<file path="src/rtl/fes_pkg.sv">
package fes_pkg;

  localparam int unsigned STAT_W = 8;

  // Status bit positions; the host decodes these.
  localparam int unsigned B_RX_ALIGN  = 0;
  localparam int unsigned B_RX_CRC_MF = 1;
  localparam int unsigned B_RX_MF     = 2;
  localparam int unsigned B_TX_ALIGN  = 3;
  localparam int unsigned B_TX_MF     = 4;
  localparam int unsigned B_SIG_ZERO  = 5;
  localparam int unsigned B_SIG_ONES  = 6;

  // Bits that exist in the register (bit 7 is absent).
  localparam logic [STAT_W-1:0] LIVE_BITS = 8'h7F;
  // Bits that only E1 framing can set.
  localparam logic [STAT_W-1:0] E1_ONLY_BITS = 8'h6B;

  typedef enum logic {
    HREG_STATUS = 1'b0,
    HREG_MASK   = 1'b1
  } hreg_e;

endpackage

</file>
<file path="src/rtl/fes_frame_counter.sv">
module fes_frame_counter #(
  parameter int unsigned CNT_W   = 5,
  parameter int unsigned E1_LEN  = 16,
  parameter int unsigned D4_LEN  = 12,
  parameter int unsigned ESF_LEN = 24
) (
  input  logic             clk,
  input  logic             rst_n,
  input  logic             frame_pulse,
  input  logic             mf_sync,
  input  logic             line_e1,
  input  logic             t1_esf,
  output logic [CNT_W-1:0] frame_idx
);

  localparam logic [CNT_W-1:0] E1_LAST  = CNT_W'(E1_LEN - 1);
  localparam logic [CNT_W-1:0] D4_LAST  = CNT_W'(D4_LEN - 1);
  localparam logic [CNT_W-1:0] ESF_LAST = CNT_W'(ESF_LEN - 1);

  logic [CNT_W-1:0] cnt_q;
  logic [CNT_W-1:0] cnt_d;
  logic [CNT_W-1:0] last_idx;
  logic             cnt_en;

  // Index of the frame whose pulse is present now; sync forces frame 0.
  always_comb begin
    if (line_e1)     last_idx = E1_LAST;
    else if (t1_esf) last_idx = ESF_LAST;
    else             last_idx = D4_LAST;

    frame_idx = mf_sync ? '0 : cnt_q;
    cnt_en    = frame_pulse;
    // A count left beyond the last frame by a mode change wraps as well.
    if (frame_idx >= last_idx) cnt_d = '0;
    else                       cnt_d = frame_idx + CNT_W'(1);
  end

  always_ff @(posedge clk or negedge rst_n) begin
    if (!rst_n)      cnt_q <= '0;
    else if (cnt_en) cnt_q <= cnt_d;
  end

endmodule

</file>
<file path="src/rtl/fes_ts16_monitor.sv">
module fes_ts16_monitor #(
  parameter int unsigned CNT_W      = 5,
  parameter int unsigned SLOT_W     = 8,
  parameter int unsigned WIN_FRAMES = 16,
  parameter int unsigned ZERO_LIMIT = 3
) (
  input  logic              clk,
  input  logic              rst_n,
  input  logic              frame_pulse,
  input  logic              line_e1,
  input  logic [CNT_W-1:0]  frame_idx,
  input  logic [SLOT_W-1:0] ts16,
  output logic              all_zero_evt,
  output logic              all_ones_evt
);

  localparam int unsigned LIM_W = $clog2(ZERO_LIMIT + 1);
  localparam int unsigned SUM_W = $clog2(SLOT_W + ZERO_LIMIT + 1);
  localparam logic [CNT_W-1:0] LAST_IDX = CNT_W'(WIN_FRAMES - 1);
  localparam logic [SUM_W-1:0] LIM_SUM  = SUM_W'(ZERO_LIMIT);

  logic [LIM_W-1:0] zeros_q;
  logic [LIM_W-1:0] zeros_d;
  logic             one_seen_q;
  logic             one_seen_d;
  logic [SUM_W-1:0] zero_sum;
  logic [SUM_W-1:0] zero_sat;
  logic             win_start;
  logic             win_end;
  logic             acc_en;

  always_comb begin
    win_start  = (frame_idx == '0);
    win_end    = (frame_idx == LAST_IDX);
    acc_en     = frame_pulse;
    zero_sum   = (win_start ? '0 : SUM_W'(zeros_q)) + SUM_W'($countones(~ts16));
    zero_sat   = (zero_sum > LIM_SUM) ? LIM_SUM : zero_sum;
    zeros_d    = LIM_W'(zero_sat);
    one_seen_d = (win_start ? 1'b0 : one_seen_q) | (|ts16);

    all_zero_evt = frame_pulse & line_e1 & win_end & ~one_seen_d;
    all_ones_evt = frame_pulse & line_e1 & win_end & (zero_sat < LIM_SUM);
  end

  always_ff @(posedge clk or negedge rst_n) begin
    if (!rst_n) begin
      zeros_q    <= '0;
      one_seen_q <= 1'b0;
    end else if (acc_en) begin
      zeros_q    <= zeros_d;
      one_seen_q <= one_seen_d;
    end
  end

endmodule

</file>
<file path="src/rtl/fes_status_reg.sv">
module fes_status_reg
  import fes_pkg::*;
(
  input  logic              clk,
  input  logic              rst_n,
  input  logic [STAT_W-1:0] set_vec,
  input  logic              host_wr,
  input  logic              host_addr,
  input  logic [STAT_W-1:0] host_wdata,
  output logic [STAT_W-1:0] status_q,
  output logic [STAT_W-1:0] mask_q
);

  logic [STAT_W-1:0] clr_vec;
  logic [STAT_W-1:0] status_d;
  logic [STAT_W-1:0] mask_d;
  logic              status_en;
  logic              mask_en;

  always_comb begin
    clr_vec   = (host_wr && hreg_e'(host_addr) == HREG_STATUS) ? host_wdata : '0;
    // Set wins over clear on the same bit.
    status_d  = ((status_q & ~clr_vec) | set_vec) & LIVE_BITS;
    status_en = (|set_vec) | (|clr_vec);
    mask_en   = host_wr && hreg_e'(host_addr) == HREG_MASK;
    mask_d    = host_wdata & LIVE_BITS;
  end

  always_ff @(posedge clk or negedge rst_n) begin
    if (!rst_n)         status_q <= '0;
    else if (status_en) status_q <= status_d;
  end

  always_ff @(posedge clk or negedge rst_n) begin
    if (!rst_n)       mask_q <= '0;
    else if (mask_en) mask_q <= mask_d;
  end

endmodule

</file>
<file path="src/rtl/fes_event_status.sv">
module fes_event_status
  import fes_pkg::*;
#(
  parameter int unsigned CNT_W      = 5,
  parameter int unsigned SLOT_W     = 8,
  parameter int unsigned E1_LEN     = 16,
  parameter int unsigned D4_LEN     = 12,
  parameter int unsigned ESF_LEN    = 24,
  parameter int unsigned ALIGN_DIV  = 2,
  parameter int unsigned CRC_LEN    = 16,
  parameter int unsigned ZERO_LIMIT = 3
) (
  input  logic              clk,
  input  logic              rst_n,
  input  logic              line_e1,
  input  logic              t1_esf,
  input  logic              crc4_en,
  input  logic              rx_frame_pulse,
  input  logic              rx_mf_sync,
  input  logic              rx_crc4_sync,
  input  logic [SLOT_W-1:0] rx_ts16,
  input  logic              tx_frame_pulse,
  input  logic              tx_mf_sync,
  input  logic              host_wr,
  input  logic              host_addr,
  input  logic [STAT_W-1:0] host_wdata,
  output logic [STAT_W-1:0] host_rdata,
  output logic              irq
);

  localparam int unsigned SIDES  = 2;  // 0 = receive, 1 = transmit
  localparam logic [CNT_W-1:0] ALIGN_M = CNT_W'(ALIGN_DIV);

  logic [SIDES-1:0] side_pulse;
  logic [SIDES-1:0] side_sync;
  logic [CNT_W-1:0] side_idx [SIDES];
  logic [SIDES-1:0] side_align;
  logic [SIDES-1:0] side_mf;
  logic [CNT_W-1:0] crc_free_idx;
  logic             crc_evt;
  logic             sig_zero_evt;
  logic             sig_ones_evt;
  logic [STAT_W-1:0] set_vec;
  logic [STAT_W-1:0] status_q;
  logic [STAT_W-1:0] mask_q;

  assign side_pulse = {tx_frame_pulse, rx_frame_pulse};
  assign side_sync  = {tx_mf_sync, rx_mf_sync};

  for (genvar s = 0; s < SIDES; s++) begin : g_side
    fes_frame_counter #(
      .CNT_W(CNT_W), .E1_LEN(E1_LEN), .D4_LEN(D4_LEN), .ESF_LEN(ESF_LEN)
    ) u_cnt (
      .clk        (clk),
      .rst_n      (rst_n),
      .frame_pulse(side_pulse[s]),
      .mf_sync    (side_sync[s]),
      .line_e1    (line_e1),
      .t1_esf     (t1_esf),
      .frame_idx  (side_idx[s])
    );

    always_comb begin
      side_align[s] = side_pulse[s] & line_e1 & ((side_idx[s] % ALIGN_M) == '0);
      side_mf[s]    = side_pulse[s] & (side_idx[s] == '0);
    end
  end

  // Free-running CRC-4 multiframe timer: never resynchronised.
  fes_frame_counter #(
    .CNT_W(CNT_W), .E1_LEN(CRC_LEN), .D4_LEN(CRC_LEN), .ESF_LEN(CRC_LEN)
  ) u_crc_free (
    .clk        (clk),
    .rst_n      (rst_n),
    .frame_pulse(rx_frame_pulse),
    .mf_sync    (1'b0),
    .line_e1    (1'b1),
    .t1_esf     (1'b0),
    .frame_idx  (crc_free_idx)
  );

  fes_ts16_monitor #(
    .CNT_W(CNT_W), .SLOT_W(SLOT_W), .WIN_FRAMES(E1_LEN), .ZERO_LIMIT(ZERO_LIMIT)
  ) u_ts16 (
    .clk         (clk),
    .rst_n       (rst_n),
    .frame_pulse (rx_frame_pulse),
    .line_e1     (line_e1),
    .frame_idx   (side_idx[0]),
    .ts16        (rx_ts16),
    .all_zero_evt(sig_zero_evt),
    .all_ones_evt(sig_ones_evt)
  );

  always_comb begin
    crc_evt = rx_frame_pulse & line_e1 &
              (crc4_en ? rx_crc4_sync : (crc_free_idx == '0));

    set_vec              = '0;
    set_vec[B_RX_ALIGN]  = side_align[0];
    set_vec[B_RX_CRC_MF] = crc_evt;
    set_vec[B_RX_MF]     = side_mf[0];
    set_vec[B_TX_ALIGN]  = side_align[1];
    set_vec[B_TX_MF]     = side_mf[1];
    set_vec[B_SIG_ZERO]  = sig_zero_evt;
    set_vec[B_SIG_ONES]  = sig_ones_evt;
  end

  fes_status_reg u_regs (
    .clk       (clk),
    .rst_n     (rst_n),
    .set_vec   (set_vec),
    .host_wr   (host_wr),
    .host_addr (host_addr),
    .host_wdata(host_wdata),
    .status_q  (status_q),
    .mask_q    (mask_q)
  );

  always_comb begin
    host_rdata = (hreg_e'(host_addr) == HREG_STATUS) ? status_q : mask_q;
    irq        = |(status_q & mask_q);
  end

endmodule

</file>
<file path="config.mk">
export PLATFORM = sky130hd
export DESIGN_NAME = fes_event_status
export DESIGN_NICKNAME = d
export VERILOG_FILES = /design/src/rtl/fes_pkg.sv /design/src/rtl/fes_frame_counter.sv /design/src/rtl/fes_ts16_monitor.sv /design/src/rtl/fes_status_reg.sv /design/src/rtl/fes_event_status.sv
export SDC_FILE = /design/constraint.sdc
export NUM_CORES = 1
export LEC_CHECK = 0
export ABC_AREA = 1
export BUFFER_PORTS_ARGS = -buffer_cell sky130_fd_sc_hd__buf_2
export CAP_MARGIN = 20
export CORE_MARGIN = 2
export CORE_UTILIZATION = 40
export CTS_BUF_LIST = sky130_fd_sc_hd__clkbuf_8
export CTS_CLUSTER_DIAMETER = 200
export DETAILED_ROUTE_END_ITERATION = 8
export PLACE_DENSITY = 0.63
export SLEW_MARGIN = 0
export SYNTH_ARGS = -nofsm -noshare
export SYNTH_HDL_FRONTEND = slang
export SYNTH_SLANG_ARGS = --single-unit
</file>
<file path="constraint.sdc">
create_clock -name clk -period 5.4 [get_ports clk]
set_clock_uncertainty 0.15 [all_clocks]
set_input_delay 0.81 -clock clk [delete_from_list [all_inputs] [get_ports clk]]
set_output_delay 0.81 -clock clk [all_outputs]
set_load 0.02 [all_outputs]
</file>
# Word-level counts from Yosys, hierarchy flattened
# Cells that the tools add are included.
dict set report classes {
  muxes 13
  n_addsub 11
  bitwise 19
  n_eq_ne 1
  n_reduce_logical 11
  n_lt_le_gt_ge 5
}
# op count
set ops {}
lappend ops {{5-bit 2-to-1 mux} 7}
lappend ops {{5-bit logical NOT} 5}
lappend ops {{8-bit OR reduction} 3}
lappend ops {{4-bit adder} 4}
lappend ops {{5-bit by 1-bit adder with 5-bit output, second input constant} 3}
lappend ops {{7-bit bitwise AND} 2}
lappend ops {{1-bit bitwise AND} 10}
lappend ops {{5-bit greater-or-equal comparator} 2}
lappend ops {{1-bit by 1-bit adder with 2-bit output} 4}
lappend ops {{8-bit 2-to-1 mux} 1}
lappend ops {{8-bit inverter} 1}
lappend ops {{7-bit 2-to-1 mux} 1}
lappend ops {{7-bit inverter} 1}
lappend ops {{7-bit bitwise OR} 1}
lappend ops {{7-bit OR reduction} 1}
lappend ops {{5-bit by 4-bit equality test with 1-bit output, second input constant} 1}
lappend ops {{5-bit by 4-bit greater-or-equal comparator with 1-bit output, second input constant} 1}
lappend ops {{4-bit by 2-bit > comparator with 1-bit output, second input constant} 1}
lappend ops {{4-bit by 2-bit less-than comparator with 1-bit output, second input constant} 1}
lappend ops {{4-bit 2-to-1 mux} 1}
lappend ops {{1-bit logical AND} 2}
lappend ops {{1-bit 2-to-1 mux} 2}
lappend ops {{2-bit 2-to-1 mux} 1}
lappend ops {{1-bit inverter} 2}
lappend ops {{1-bit bitwise OR} 2}
dict set report word_totals {
  input_bits 28
  reg_bits 32
}

# Longest topological paths before layout
dict set report depth {
  word_depth 11
  mapped_depth 15
  depth_no_buf 15
}

# Hierarchy
# Synthesis repeated with hierarchy kept, for this count alone.
dict set report unflattened {
  hier_cells 370
  area_unflattened_um2 2598.7
}
# mod n_inst area_each_um2 cells_per_inst seq_area_each_um2
set by_module_without_submodules {}
lappend by_module_without_submodules {{fes_frame_counter (g_side[0].u_cnt ...)} 2 414.1 61 125.1}
lappend by_module_without_submodules {fes_status_reg 1 600.6 70 350.3}
lappend by_module_without_submodules {fes_ts16_monitor 1 549.3 78 75.1}
lappend by_module_without_submodules {{fes_frame_counter (u_crc_free)} 1 351.6 48 125.1}
lappend by_module_without_submodules {fes_event_status 1 269.0 52 0.0}

# Worst setup path after synthesis
# Ideal clock, no wire load.
dict set report synth_path {
  path_kind {in2reg}
  startpoint {input port rx_ts16[2]}
  endpoint {register u_ts16.zeros_q[0]}
  n_path_buf 0
  setup_ps 123
  required_time_ps 5127
  t_arrival_ps 3437
  stages 13
  slack_ps 1690
  path_cell_list {inv_1 ha_1 inv_1 fa_1 fa_1 fa_1 fa_1 nor2_1 o21ai_0 nand2_1 nand2_1 o21ai_0 nand2_1}
}
dict set report synth_between {
  elab_chain_cells 7
}
# element line_no
set synth_lines {}
lappend synth_lines {{from (decl)} fes_event_status.sv:21} ;# input logic [SLOT_W-1:0] rx_ts16,
lappend synth_lines {{8-bit inverter (*)} fes_ts16_monitor.sv:36} ;# zero_sum = (win_start ? '0 : SUM_W'(zeros_q)) + SUM_W'($countones(~ts16));
lappend synth_lines {{1-bit by 1-bit adder with 2-bit output (implied by the code) (*)} fes_ts16_monitor.sv:36}
lappend synth_lines {{4-bit adder (implied by the code) (*) (2 in a row)} fes_ts16_monitor.sv:36}
lappend synth_lines {{4-bit adder (*)} fes_ts16_monitor.sv:36}
lappend synth_lines {{4-bit by 2-bit > comparator with 1-bit output} fes_ts16_monitor.sv:37} ;# zero_sat = (zero_sum > LIM_SUM) ? LIM_SUM : zero_sum;
lappend synth_lines {{4-bit 2-to-1 mux (*)} fes_ts16_monitor.sv:37}
lappend synth_lines {{to (signal assigned)} fes_ts16_monitor.sv:50} ;# zeros_q <= zeros_d;
lappend synth_lines {{to (decl)} fes_ts16_monitor.sv:22} ;# logic [LIM_W-1:0] zeros_q;
# Every way passes the cells marked *; elsewhere a longest branch is shown, timed or not.
# A chain may end at the register's enable or synchronous reset.

# Worst setup path after layout
dict set report layout_path {
  startpoint {input port rx_mf_sync}
  endpoint {register u_ts16.zeros_q[1]}
}
dict set report layout_between {
  elab_chain_cells 6
}
# element line_no
set layout_lines {}
lappend layout_lines {{from (decl)} fes_event_status.sv:19} ;# input logic rx_mf_sync,
lappend layout_lines {{5-bit 2-to-1 mux (*)} fes_frame_counter.sv:31} ;# frame_idx = mf_sync ? '0 : cnt_q;
lappend layout_lines {{5-bit logical NOT (*)} fes_ts16_monitor.sv:33} ;# win_start = (frame_idx == '0);
lappend layout_lines {{2-bit 2-to-1 mux (*)} fes_ts16_monitor.sv:36}
lappend layout_lines {{4-bit adder (*)} fes_ts16_monitor.sv:36}
lappend layout_lines {{4-bit by 2-bit > comparator with 1-bit output} fes_ts16_monitor.sv:37}
lappend layout_lines {{4-bit 2-to-1 mux (*)} fes_ts16_monitor.sv:37}
# Marked as above.

==> impl_metrics.env <==
export IMPL_nets=406
export IMPL_drc=0
export IMPL_cp_slowest_stage_delay_ns=0.52
export IMPL_yosysTopAreaCell="dfrtp_1"
export IMPL_grt_max_degree=33
export IMPL_drv_cap=0
export IMPL_power_leakage_uw=0.00159
export IMPL_crit_path_max_fanout=5
export IMPL_finalPower_uw=797
export IMPL_io_buffers=34
export IMPL_die_area_um2=6590
export IMPL_syn_num_nets=370
export IMPL_hpwlAfterDp_mm=3.74
export IMPL_hold_class="flop to flop"
export IMPL_ys_warn_count=0
export IMPL_fin_ws_ns=1.68
export IMPL_viasPerCell=4.65
export IMPL_synthSimpleGateAreaFrac_pct=28.8
export IMPL_synth_compound_area_share_pct=9.67
export IMPL_status="finished, final reports clean"
export IMPL_power_frac_clock_pct=25.3
export IMPL_drv_slew=0
export IMPL_p_sw_share_pct=36.0
export IMPL_tightest_slew_ns=0.729
export IMPL_synthAdderAreaFrac_pct=16.1
export IMPL_ios=37
export IMPL_drive_gt1_share_pct=19.4
export IMPL_synth_cell_types=32
export IMPL_max_clock_freq_ghz=0.269
export IMPL_muxShareOfSynthArea_pct=0
export IMPL_fin_area_um2=2710
export IMPL_grt_pass1_vias=1874
export IMPL_hold_buffers=0
export IMPL_fp_dieW_um=81.2
export IMPL_cp_required_ns=5.42
export IMPL_synth_area_leaders="dfrtp_1 (34%), nand2_1 (14%), ha_1 (11%)"
export IMPL_synth_top_family_by_area="simple AND/OR/NAND/NOR gates"
export IMPL_n_antenna_cell=0
export IMPL_p_switching_uw=287
export IMPL_period_needed_ns=3.72
export IMPL_rsz0062_at_grt="no"
export IMPL_p_per_area_nw_per_um2=294
export IMPL_combPwrFrac_pct=33.8
export IMPL_fin_tns_setup_ns=0
export IMPL_relSlewSlack_pct=51.4
export IMPL_clk_pin_slew_ns=0.07
export IMPL_drtIter0Drc=94
export IMPL_rows=28
export IMPL_cts_tree="done"
export IMPL_grtUsageTotal_pct=16.1
export IMPL_synth_area_um2=2380
export IMPL_synth_xor_area_share_pct=0.368
export IMPL_critPathKind="primary input to flop"
export IMPL_finalHoldViolations=0
export IMPL_cts_buffers=5
export IMPL_final_common_cell="nand2_1"
export IMPL_avgRoutedWirePerCell_um=11.1
export IMPL_worst_hold_startpoint="g_side[1].u_cnt.cnt_q[4]"
export IMPL_ant_nets=0
export IMPL_peakVddDrop_uv=118
export IMPL_reg2reg_depth=15
export IMPL_synth_cells=315
export IMPL_antenna_found_initial=0
export IMPL_avgSynthCellArea_um2=7.56
export IMPL_finalCritPeriodShare_pct=68.9
export IMPL_core_area_um2=5850
export IMPL_die_h_um=81.2
export IMPL_ys_seq_elements=32
export IMPL_end_kind="flop"
export IMPL_cp_arrival_ns=3.75
export IMPL_vias=1983
export IMPL_clock_sinks=32
export IMPL_ys_seq_area_share_pct=33.6
export IMPL_cpMaxStageDelayCell="fa_1"
export IMPL_firstDrtPassIters=4
export IMPL_placed_area_um2=2620
export IMPL_regToRegStartpoint="g_side[0].u_cnt.cnt_q[0]"
export IMPL_grt_pass1_wl_mm=8.16
export IMPL_yosysTopAreaCellShare_pct=33.6
export IMPL_ctsResizeCount=0
export IMPL_grt_overflow=0
export IMPL_cts_buffer_depth=2
export IMPL_p_int_uw=510
export IMPL_crit_chain="buf_2, nor2_2, inv_1, ha_1, nand4_4, nand2_1, fa_1, fa_1, fa_1, nor2_1, o21ai_0, nand2_1, nand2_1, o21ai_0, nand2_1"
export IMPL_syn2layout_area_growth_pct=13.9
export IMPL_hold_depth=2
export IMPL_power_frac_seq_pct=40.8
export IMPL_h_tree_depth=2
export IMPL_setup_viol=0
export IMPL_drt_total_wl_mm=4.72
export IMPL_cts_root_buf="clkbuf_8"
export IMPL_cp_start_kind="primary input"
export IMPL_post_cts_repair_setup_buffers=0
export IMPL_clkLatencyLatePin_ns=0.28
export IMPL_path_common_cell="nand2_1"
export IMPL_r2r_slack_ns=1.94
export IMPL_gp_congestion=0.832
export IMPL_place_ws_ns=1.36
export IMPL_timing_rr_end="u_ts16.zeros_q[1]"
export IMPL_start_util_pct=40.7
export IMPL_final_cell_mix="nand2_1 (91), inv_1 (57), buf_2 (34), dfrtp_1 (32), nor2_1 (22)"
export IMPL_min_to="g_side[1].u_cnt.cnt_q[4]"
==> through the flow <==
| step | hold WS [ns] | instances | util, % |
|---|---|---|---|
| after floorplan | 0.299 | 315 | - |
| after global placement | 0.313 | 419 | 44.7 |
| after detailed placement | 0.321 | 419 | 44.7 |
| after CTS | 0.339 | 426 | 46.3 |
| after global routing | 0.368 | 426 | 46.3 |
| final | 0.342 | 426 | 46.3 |
==> cells in the mapped netlist (all sizes together) <==
library cell  number
o2111ai            1
ha                21
nand3             13
buf                5
a22o               1
inv               62
nand2             97
fa                 6
a221oi             1
nor3               2
or2                1
xor2               1
o21ai             31
o31ai              1
a21o               1
nand4              7
conb               1
a21oi              3
dfrtp             32
nor2              28
==> layer usage <==
layer	track usage, %	routed length, µm	part of all wire [%]	vias up
li1	-	-	-	1051
met1	20.5	2240	47	885
met2	26.9	2240	47	41
met3	3.56	172	3.6	6
met4	5.25	73	1.5	0
met5	0	0	0	-
==> registers in the layout (all words and copies together) (netlist names) <==
| name | cells |
|---|---|
| u_crc_free.cnt_q | 5 |
| g_side.u_cnt.cnt_q | 10 |
| u_regs.mask_q | 7 |
| u_ts16.zeros_q | 2 |
| u_regs.status_q | 7 |
| u_ts16.one_seen_q | 1 |
==> power by group through the flow <==
stage                     Sequential [µW]  Clock [µW]  Combinational, µW
after floorplan                       320           0                212
after CTS                             326         206                275
after global placement                329           0                266
after global routing                  332         217                323
final                                 326         202                270
after detailed placement              330           0                275
==> cell type report <==
type,count,area (µm²)
multi-input cells,216,1310
well taps,75,93.8
inverters,62,238
repair buffers,34,170
fillers,576,3140
clock buffers,7,96.3
flip-flops and latches,32,801
==> critical path, delay by kind of cell <==
family / cells / cell delay (ns)
fa+ha+maj: 4 / 1.65
simple gates: 7 / 0.83
buf+inv: 2 / 0.23
compound gates: 2 / 0.23
==> how the worst max path moves through the flow <==
stage	endpoint	depth (start not counted)	slack, ns	startpoint
final	u_ts16.zeros_q[1]	15	1.68	rx_mf_sync
after global routing	u_ts16.zeros_q[0]	15	1.40	rx_mf_sync
after CTS	u_ts16.zeros_q[1]	15	1.67	rx_mf_sync
after detailed placement	u_ts16.zeros_q[1]	15	1.36	rx_mf_sync
after global placement	u_ts16.zeros_q[1]	15	1.42	rx_mf_sync
after floorplan	u_ts16.zeros_q[0]	13	1.69	rx_ts16[2]
==> kinds of logic (layout without fill, tap and decap cells) <==
| group | Yosys count | in the layout |
|---|---|---|
| compound gates | 39 | 39 |
| flops | 32 | 32 |
| xor+xnor | 1 | 1 |
| buf+inv | 67 | 103 |
| fa+ha+maj | 27 | 27 |
| other cells | 1 | 1 |
| simple gates | 148 | 148 |
No activity file was read; power rests on OpenSTA's default activity.
